--- src/rtl/bic_pkg.sv ---
package bic_pkg;

  // Register offsets inside the 16-byte window
  localparam logic [3:0] OFS_PAGE   = 4'h8;
  localparam logic [3:0] OFS_LAYOUT = 4'h9;
  localparam logic [3:0] OFS_TCTL   = 4'hA;
  localparam logic [3:0] OFS_RLD_LO = 4'hB;
  localparam logic [3:0] OFS_RLD_HI = 4'hC;

  typedef enum logic [1:0] {
    LAYOUT_VERT    = 2'd0,
    LAYOUT_HORZ    = 2'd1,
    LAYOUT_ONE_LOW = 2'd2,
    LAYOUT_ONE_HI  = 2'd3
  } layout_e;

  typedef struct packed {
    logic lo_sel;
    logic hi_sel;
    logic page;
    logic layout;
    logic tctl;
    logic rld_lo;
    logic rld_hi;
  } strobe_t;

endpackage

--- src/rtl/bic_decode.sv ---
module bic_decode #(
  parameter int                ADDR_W   = 16,
  parameter logic [ADDR_W-1:0] WIN_BASE = 16'h8000
) (
  input  logic              wr_en,
  input  logic [ADDR_W-1:0] wr_addr,
  output bic_pkg::strobe_t  strb
);
  import bic_pkg::*;

  localparam int OFS_W = 4;

  logic             in_win;
  logic [OFS_W-1:0] ofs;

  assign in_win = wr_en && (wr_addr[ADDR_W-1:OFS_W] == WIN_BASE[ADDR_W-1:OFS_W]);
  assign ofs    = wr_addr[OFS_W-1:0];

  always_comb begin
    strb = '0;
    if (in_win) begin
      unique case (ofs)
        4'h0, 4'h1, 4'h2, 4'h3: strb.lo_sel = 1'b1;
        4'h4, 4'h5, 4'h6, 4'h7: strb.hi_sel = 1'b1;
        OFS_PAGE:               strb.page   = 1'b1;
        OFS_LAYOUT:             strb.layout = 1'b1;
        OFS_TCTL:               strb.tctl   = 1'b1;
        OFS_RLD_LO:             strb.rld_lo = 1'b1;
        OFS_RLD_HI:             strb.rld_hi = 1'b1;
        default:                strb        = '0; // 0xD..0xF: accepted, no effect
      endcase
    end
  end

endmodule

--- src/rtl/bic_ctrl_regs.sv ---
module bic_ctrl_regs #(
  parameter int DATA_W = 8,
  parameter int PAGE_W = 8
) (
  input  logic              clk,
  input  logic              rst_n,
  input  bic_pkg::strobe_t  strb,
  input  logic [DATA_W-1:0] wr_data,
  output logic              lo_sel,
  output logic              hi_sel,
  output logic [PAGE_W-1:0] page,
  output bic_pkg::layout_e  layout
);
  import bic_pkg::*;

  always_ff @(posedge clk) begin
    if (!rst_n) begin
      lo_sel <= 1'b0;
      hi_sel <= 1'b0;
      page   <= '0;
      layout <= LAYOUT_VERT;
    end else begin
      if (strb.lo_sel) lo_sel <= wr_data[0];
      if (strb.hi_sel) hi_sel <= wr_data[0];
      if (strb.page)   page   <= wr_data[PAGE_W-1:0];
      if (strb.layout) layout <= layout_e'(wr_data[1:0]);
    end
  end

endmodule

--- src/rtl/bic_bank_map.sv ---
module bic_bank_map #(
  parameter int PAGE_W       = 8,
  parameter int OUTER_STRIDE = 32,
  parameter int NUM_WIN      = 4,
  parameter int BANK_W       = 10
) (
  input  logic              lo_sel,
  input  logic              hi_sel,
  input  logic [PAGE_W-1:0] page,
  output logic [BANK_W-1:0] bank [NUM_WIN]
);

  localparam int HALF = NUM_WIN / 2;

  logic [BANK_W-1:0] lo_base;
  logic [BANK_W-1:0] hi_base;

  assign lo_base = (lo_sel ? BANK_W'(OUTER_STRIDE) : '0) + (BANK_W'(page) << 1);
  assign hi_base = (hi_sel ? BANK_W'(OUTER_STRIDE) : '0) + BANK_W'(OUTER_STRIDE - HALF);

  for (genvar w = 0; w < NUM_WIN; w++) begin : g_win
    if (w < HALF) begin : g_paged
      assign bank[w] = lo_base + BANK_W'(w);
    end else begin : g_fixed
      assign bank[w] = hi_base + BANK_W'(w - HALF);
    end
  end

endmodule

--- src/rtl/bic_timer.sv ---
module bic_timer #(
  parameter int CNT_W  = 16,
  parameter int DATA_W = 8
) (
  input  logic              clk,
  input  logic              rst_n,
  input  logic              tick,
  input  logic              tctl_wr,
  input  logic              rld_lo_wr,
  input  logic              rld_hi_wr,
  input  logic [DATA_W-1:0] wr_data,
  output logic              irq
);

  localparam int HI_W = CNT_W - DATA_W;

  logic [CNT_W-1:0] reload;
  logic [CNT_W-1:0] count;
  logic             enable;
  logic             at_zero;
  logic [CNT_W-1:0] count_dec;

  assign at_zero   = (count == '0);
  assign count_dec = count - CNT_W'(1);

  // Reload value: each byte written on its own, the other byte held
  always_ff @(posedge clk) begin
    if (!rst_n) begin
      reload <= '0;
    end else begin
      if (rld_lo_wr) reload[DATA_W-1:0]     <= wr_data;
      if (rld_hi_wr) reload[CNT_W-1:DATA_W] <= wr_data[HI_W-1:0];
    end
  end

  // Counter, enable and sticky interrupt; a control write beats a tick
  always_ff @(posedge clk) begin
    if (!rst_n) begin
      count  <= '0;
      enable <= 1'b0;
      irq    <= 1'b0;
    end else if (tctl_wr) begin
      enable <= wr_data[0];
      count  <= reload;
      irq    <= 1'b0;
    end else if (tick && enable) begin
      if (at_zero) begin
        irq <= 1'b1;
      end else begin
        count <= count_dec;
        if (count_dec == '0) irq <= 1'b1;
      end
    end
  end

endmodule

--- src/rtl/bank_irq_ctrl.sv ---
module bank_irq_ctrl #(
  parameter int                ADDR_W       = 16,
  parameter int                DATA_W       = 8,
  parameter logic [ADDR_W-1:0] WIN_BASE     = 16'h8000,
  parameter int                PAGE_W       = 8,
  parameter int                OUTER_STRIDE = 32,
  parameter int                CNT_W        = 16,
  parameter int                BANK_W       = $clog2(OUTER_STRIDE + (2 ** PAGE_W) * 2)
) (
  input  logic              clk,
  input  logic              rst_n,
  input  logic              wr_en,
  input  logic [ADDR_W-1:0] wr_addr,
  input  logic [DATA_W-1:0] wr_data,
  input  logic              tick,
  output logic [BANK_W-1:0] bank0,
  output logic [BANK_W-1:0] bank1,
  output logic [BANK_W-1:0] bank2,
  output logic [BANK_W-1:0] bank3,
  output logic [1:0]        mirror,
  output logic              irq
);
  import bic_pkg::*;

  localparam int NUM_WIN = 4;

  strobe_t           strb;
  logic              lo_sel;
  logic              hi_sel;
  logic [PAGE_W-1:0] page;
  layout_e           layout;
  logic [BANK_W-1:0] bank [NUM_WIN];

  bic_decode #(
    .ADDR_W   (ADDR_W),
    .WIN_BASE (WIN_BASE)
  ) u_decode (
    .wr_en   (wr_en),
    .wr_addr (wr_addr),
    .strb    (strb)
  );

  bic_ctrl_regs #(
    .DATA_W (DATA_W),
    .PAGE_W (PAGE_W)
  ) u_regs (
    .clk     (clk),
    .rst_n   (rst_n),
    .strb    (strb),
    .wr_data (wr_data),
    .lo_sel  (lo_sel),
    .hi_sel  (hi_sel),
    .page    (page),
    .layout  (layout)
  );

  bic_bank_map #(
    .PAGE_W       (PAGE_W),
    .OUTER_STRIDE (OUTER_STRIDE),
    .NUM_WIN      (NUM_WIN),
    .BANK_W       (BANK_W)
  ) u_map (
    .lo_sel (lo_sel),
    .hi_sel (hi_sel),
    .page   (page),
    .bank   (bank)
  );

  bic_timer #(
    .CNT_W  (CNT_W),
    .DATA_W (DATA_W)
  ) u_timer (
    .clk       (clk),
    .rst_n     (rst_n),
    .tick      (tick),
    .tctl_wr   (strb.tctl),
    .rld_lo_wr (strb.rld_lo),
    .rld_hi_wr (strb.rld_hi),
    .wr_data   (wr_data),
    .irq       (irq)
  );

  assign bank0  = bank[0];
  assign bank1  = bank[1];
  assign bank2  = bank[2];
  assign bank3  = bank[3];
  assign mirror = layout;

endmodule

--- config.mk ---
export PLATFORM = sky130hd
export DESIGN_NAME = bank_irq_ctrl
export DESIGN_NICKNAME = d
export VERILOG_FILES = /design/src/rtl/bic_pkg.sv /design/src/rtl/bic_decode.sv /design/src/rtl/bic_ctrl_regs.sv /design/src/rtl/bic_bank_map.sv /design/src/rtl/bic_timer.sv /design/src/rtl/bank_irq_ctrl.sv
export SDC_FILE = /design/constraint.sdc
export NUM_CORES = 1
export LEC_CHECK = 0
export ABC_AREA = 1
export BUFFER_PORTS_ARGS = -buffer_cell sky130_fd_sc_hd__buf_4
export CELL_PAD_IN_SITES_DETAIL_PLACEMENT = 1
export CELL_PAD_IN_SITES_GLOBAL_PLACEMENT = 2
export CORE_MARGIN = 3
export CORE_UTILIZATION = 30
export DETAILED_ROUTE_END_ITERATION = 12
export PLACE_DENSITY = 0.93
export SLEW_MARGIN = 20
export SYNTH_ARGS = -nofsm -noshare
export SYNTH_HDL_FRONTEND = slang
export SYNTH_SLANG_ARGS = --single-unit
--- constraint.sdc ---
create_clock -name clk -period 3.05 [get_ports clk]
set_input_delay 0.915 -clock clk [delete_from_list [all_inputs] [get_ports clk]]
set_output_delay 0.915 -clock clk [all_outputs]
set_load 0.02 [all_outputs]
* After elaboration in Yosys (flattened, before gate mapping)
Cells that the tools add are included.
Word-level totals: input port bits 28, bits in registers 46, output and inout port bits 43, logic and storage cells 56
Operators by class: equal/unequal tests 14, mux-type cells 15, reduce and logical (&&, ||, !) cells 12, $add $sub $neg 5, bitwise operators 1
Operators with widths (number):
- 16-bit 2-to-1 mux | 3
- 16-bit zero test | 2
- 10-bit by 1-bit adder with 10-bit output (second input constant) | 2
- 4-bit == test (second input constant) | 5
- 4-bit by 3-bit == test with 1-bit output (second input constant) | 4
- 16-bit by 1-bit subtractor with 16-bit output (second input constant) | 1
- 12-bit == test (second input constant) | 1
- 6-bit 2-to-1 mux | 2
- 10-bit by 5-bit adder with 10-bit output (second input constant) | 1
- 10-bit by 9-bit adder with 10-bit output | 1
- 1-bit 2-to-1 mux | 9
- 4-bit by 2-bit == test with 1-bit output (second input constant) | 2
- 4-bit OR reduction | 2
- 7-bit 2-to-1 mux | 1
- 4-bit by 1-bit == test with 1-bit output (second input constant) | 1
- 4-bit zero test | 1
- 2-bit AND reduction | 2
- 2-bit nonzero test | 2
- 1-bit logical AND | 2
- 2-bit != test (second input constant) | 1
- 2-bit OR reduction | 1
- 1-bit inverter | 1

* Depth between registers and ports, before layout
depth after elaboration 6, depth in mapped cells 14, gate-level depth less buffers 14

* Hierarchy
A second synthesis with hierarchy kept.
Unflattened totals: cell total of the unflattened synthesis 421, area total of the unflattened synthesis 2750.1 sq um
Modules (own cells, without submodules):
- bic_timer | cells an instance 273, times used 1, sequential area each 680.7 sq um, area each 1795.5 sq um
- bic_ctrl_regs | cells an instance 71, times used 1, sequential area each 240.2 sq um, area each 491.7 sq um
- bic_bank_map | cells an instance 47, times used 1, sequential area each 0.0 sq um, area each 334.1 sq um
- bic_decode | cells an instance 30, times used 1, sequential area each 0.0 sq um, area each 128.9 sq um

* Worst setup path before layout
Ideal clock, no wire load.
path kind register to output, from reg u_regs.lo_sel, to out bank1[7], stages on the path, launching flop included 5, path slack 0.827 ns, buffers on the path 1, required time 2.135 ns, data arrival time 1.308 ns, path through dfxtp_1 > ha_1 > ha_1 > xor2_1 > buf_4
Between the ends: word-level cells in the longest chain between the ends 3
Ends and longest elaborated chain:
- from (decl) | line bic_ctrl_regs.sv:9 | output logic lo_sel,
- from (signal assigned) | line bic_ctrl_regs.sv:23 | if (strb.lo_sel) lo_sel <= wr_data[0];
- 6-bit 2-to-1 mux | line bic_bank_map.sv:18 | assign lo_base = (lo_sel ? BANK_W'(OUTER_STRIDE) : '0) + (BANK_W'(page) << 1);
- 10-bit by 9-bit adder with 10-bit output | line bic_bank_map.sv:18
- named net bank0[7] | line bank_irq_ctrl.sv:16 | output logic [BANK_W-1:0] bank0,
- 10-bit by 1-bit adder with 10-bit output | line bic_bank_map.sv:23 | assign bank[w] = lo_base + BANK_W'(w);
- to (decl) | line bank_irq_ctrl.sv:17 | output logic [BANK_W-1:0] bank1,
The timed path passes the listed nets, and every way through them passes these cells.

* Final worst setup path
from reg u_regs.lo_sel, to out bank0[7]
Between the ends: word-level cells in the longest chain between the ends 2
Ends and longest elaborated chain (line):
- 6-bit 2-to-1 mux | bic_bank_map.sv:18
- 10-bit by 9-bit adder with 10-bit output | bic_bank_map.sv:18
- to (decl) | bank_irq_ctrl.sv:16
Every way passes these cells.

==> summary.md <==
| Metric | Value |
|---|---|
| Gr usage total | 14.8% |
| Drt first pass iters | 4 |
| H-tree depth | 2 |
| Root Driver | clkbuf_8 |
| Cell area after layout | 3170 µm² |
| Post-Synth XOR/XNOR Area | 0.626% |
| EDFF count, synth | 0 |
| Starting Density | 31.5% |
| Primary FF master, synth | dfxtp_1 |
| Fill cells | 1,147 |
| Cell Pwr Density | 362 nW/µm² |
| Peak Freq | 0.430 GHz |
| Crit path arrival time | 1410 ps |
| First-pass GRT wire length | 12.5 mm |
| Final Critical Period | 2330 ps |
| Setup Viol. Count Final | 0 |
| Share of layout cells above drive strength 1 | 19.5% |
| Largest net degree at the start of global routing | 43 |
| Post-Place Worst Slack | 541 ps |
| Max Slew Vio Count | 0 |
| DRT iter0 DRCs | 63 |
| Total CTS buffers | 5 |
| Synth cell types | 33 |
| Post-synthesis mux area share | 0% |
| VDD IR-drop max | 0.140 mV |
| Post-CTS Setup Inserts | 0 |
| Hold Crit Start | u_timer.reload[0] |
| Reg-to-Reg Start | u_timer.count[0] |
| CTS tree | done |
| Num rows | 34 |
| Cts repair resizes | 0 |
| Sink Count | 46 |
| Setup TNS | 0 ps |
| Via Count | 2,571 |
| Synth top cells by count | nand2_1 (79), inv_1 (54), dfxtp_1 (46), buf_4 (35), a21oi_1 (33) |
| Cell Chain, Critical Path | ha_1 -> ha_1 -> xor2_1 -> buf_4 |
| Crit-path slowest cell | dfxtp_1 |
| Final net count | 472 |
| #FFs+latches synth | 46 |
| IO Port Bufs | 50 |
| Cell Area, Placed | 3070 µm² |
| FFs w/ async S/R, synth | 0% |
| Worst reg2reg path endpoint | u_timer.count[15] |
| # hold bufs at CTS | 0 |
| ANT nets after route | 0 |
| Clk_lat worst skew | 300 ps |
| Post-Synth Simple-Gate Area | 27.8% |
| Main combinational cell family by area after synthesis | simple AND/OR/NAND/NOR gates |
| Initial antenna violation count | 0 |
| Count of final hold-check violations | 0 |
| Most frequent CP cell | ha_1 |
| Ys Warns | 0 |
| Standby leakage power | 0.00148 µW |
| Post-Route WL | 7.37 mm |
| RSZ-0062 raised after global routing | false |
| Seq/Total Area, Yosys | 32.9% |
| # diodes | 0 |
| Cell Area, Synth | 2800 µm² |
| Drt via density | 4.68 |
| Drt wl/cell | 13.4 µm |
| Worst Reg-to-Reg Cells | 12 |
| Worst-case clock skew | 6.82 ps |
| Register-to-Register Setup Slack | 1060 ps |
| Syn Area/Cell | 6.83 µm² |
| Max FO, Critical Path | 2 |
| Post-synthesis compound-gate area fraction | 17.2% |
| Synth Area in Adders | 1.79% |
| Max Cap Viol | 0 |
| Die Ht | 103 µm |
| Area growth syn-to-layout | 13.4% |
| Final WS setup | 725 ps |
| HPWL after DPL | 5.80 mm |
| Syn Inst Count | 410 |
| Final Core Density | 35.7% |
| Leading area contributor after synthesis | dfxtp_1 |
| Synth top area share | 32.9% |
| Reg clk slew, reported paths | 90 ps |
| Number of global-route vias before repair | 2,627 |
| CP max stage delay | 330 ps |
| Outcome | finished clean |
| Setup Crit Path Kind | reg2out |
| CP Capture Point | bank0[7] |
| Worst Setup End Kind | output pin |
| CP required | 2130 ps |
| Max Root-Sink Buffers | 2 |
| Final period utilization | 76.2% |
| Die area | 10,500 µm² |
| CORE AREA | 8890 µm² |
| CP Launch Type | flip-flop |
| Hold Crit Class | reg2reg |
| I/O pins | 71 |
| GRT overflow | 0 |
| Die width | 103 µm |
| Critical path startpoint | u_regs.lo_sel |
| Most common cell in the synthesized netlist | nand2_1 |
| Final GP Congestion | 0.772 |
| Synth top area cells | dfxtp_1 (33%), nand2_1 (11%), buf_4 (9.4%) |
| DRC viols | 0 |
cell families after synthesis:
| group | count (synthesis) |
|---|---|
| buffers and inverters | 106 |
| AOI/OAI and AO/OA | 89 |
| DFF | 46 |
| other | 2 |
| and+or+nand+nor | 161 |
| xor gates and xnor gates | 2 |
| adders and majority gates | 4 |
report_power, final:
part	total (µW)	switching, µW	internal (µW)	leakage [µW]
registers	600	0.00601	600	0.000370
clock network	462	220	242	0.0000579
logic	87.2	57.3	29.9	0.00105
area by class of cell:
type / count / area [µm²] / share of cell area, %
Multi-Input combinational cell: 276 / 1400 / 44.2
Sequential cell: 46 / 921 / 29.0
Timing Repair Buffer: 50 / 375 / 11.8
Inverter: 61 / 230 / 7.25
Tap cell: 108 / 135 / 4.26
Clock buffer: 5 / 68.8 / 2.17
Clock inverter: 3 / 40.0 / 1.26
layer usage:
metal  wire length, µm  GRT usage (%)  vias up
li1                  -              -     1318
met1              3440           19.3     1181
met2              3530           24.9       58
met3               269           2.71       14
met4               125           4.14        0
met5                 0              0        -
metrics by stage:
step	power [µW]	instances	hold WS, ps
final	1150	549	447
after floorplan	678	428	424
after CTS	1160	549	453
after detailed placement	701	541	438
after global routing	1200	549	469
after global placement	700	541	436
critical path: cells and delay by family (launching register included):
family	cells	cell delay (ps)
adders and majority gates	2	410
xor gates and xnor gates	1	180
buffers and inverters	1	180
DFF	1	330
how the worst min path moves through the flow:
stage                              to  slack, ps  cells after the start
global placement     u_regs.layout[1]        440                      2
global route        u_timer.reload[0]        470                      2
floorplan           u_timer.reload[0]        420                      2
CTS                 u_timer.reload[0]        450                      2
finish              u_timer.reload[0]        450                      2
detailed placement  u_timer.reload[0]        440                      2
state kept, by name (all words and copies together), names as in the netlist:
register        cells
u_regs.hi_sel       1
u_regs.layout       2
u_timer.count      16
u_timer.enable      1
u_regs.lo_sel       1
u_timer.reload     16
u_regs.page         8
u_timer.irq         1
cells in the final DEF, fill, tap and decap left out, types with 2 or more instances in the layout:
cell type   n
a21oi_1    33
a31oi_1     8
buf_4      50
clkbuf_8    5
clkinv_2    3
conb_1     20
dfxtp_1    46
ha_1        4
inv_1      54
inv_2       6
nand2_1    79
nand2_2     2
nand2_8     2
nand3_1    21
nand3b_1    3
nand4_1     2
nor2_1     31
nor2_2      6
nor2_4      4
nor3_1      3
nor4_1      4
o211ai_1    2
o211ai_2    2
o21ai_0    23
o21ai_1    20
xor2_1      2
Note: power is estimated with default switching activity, not from simulation.
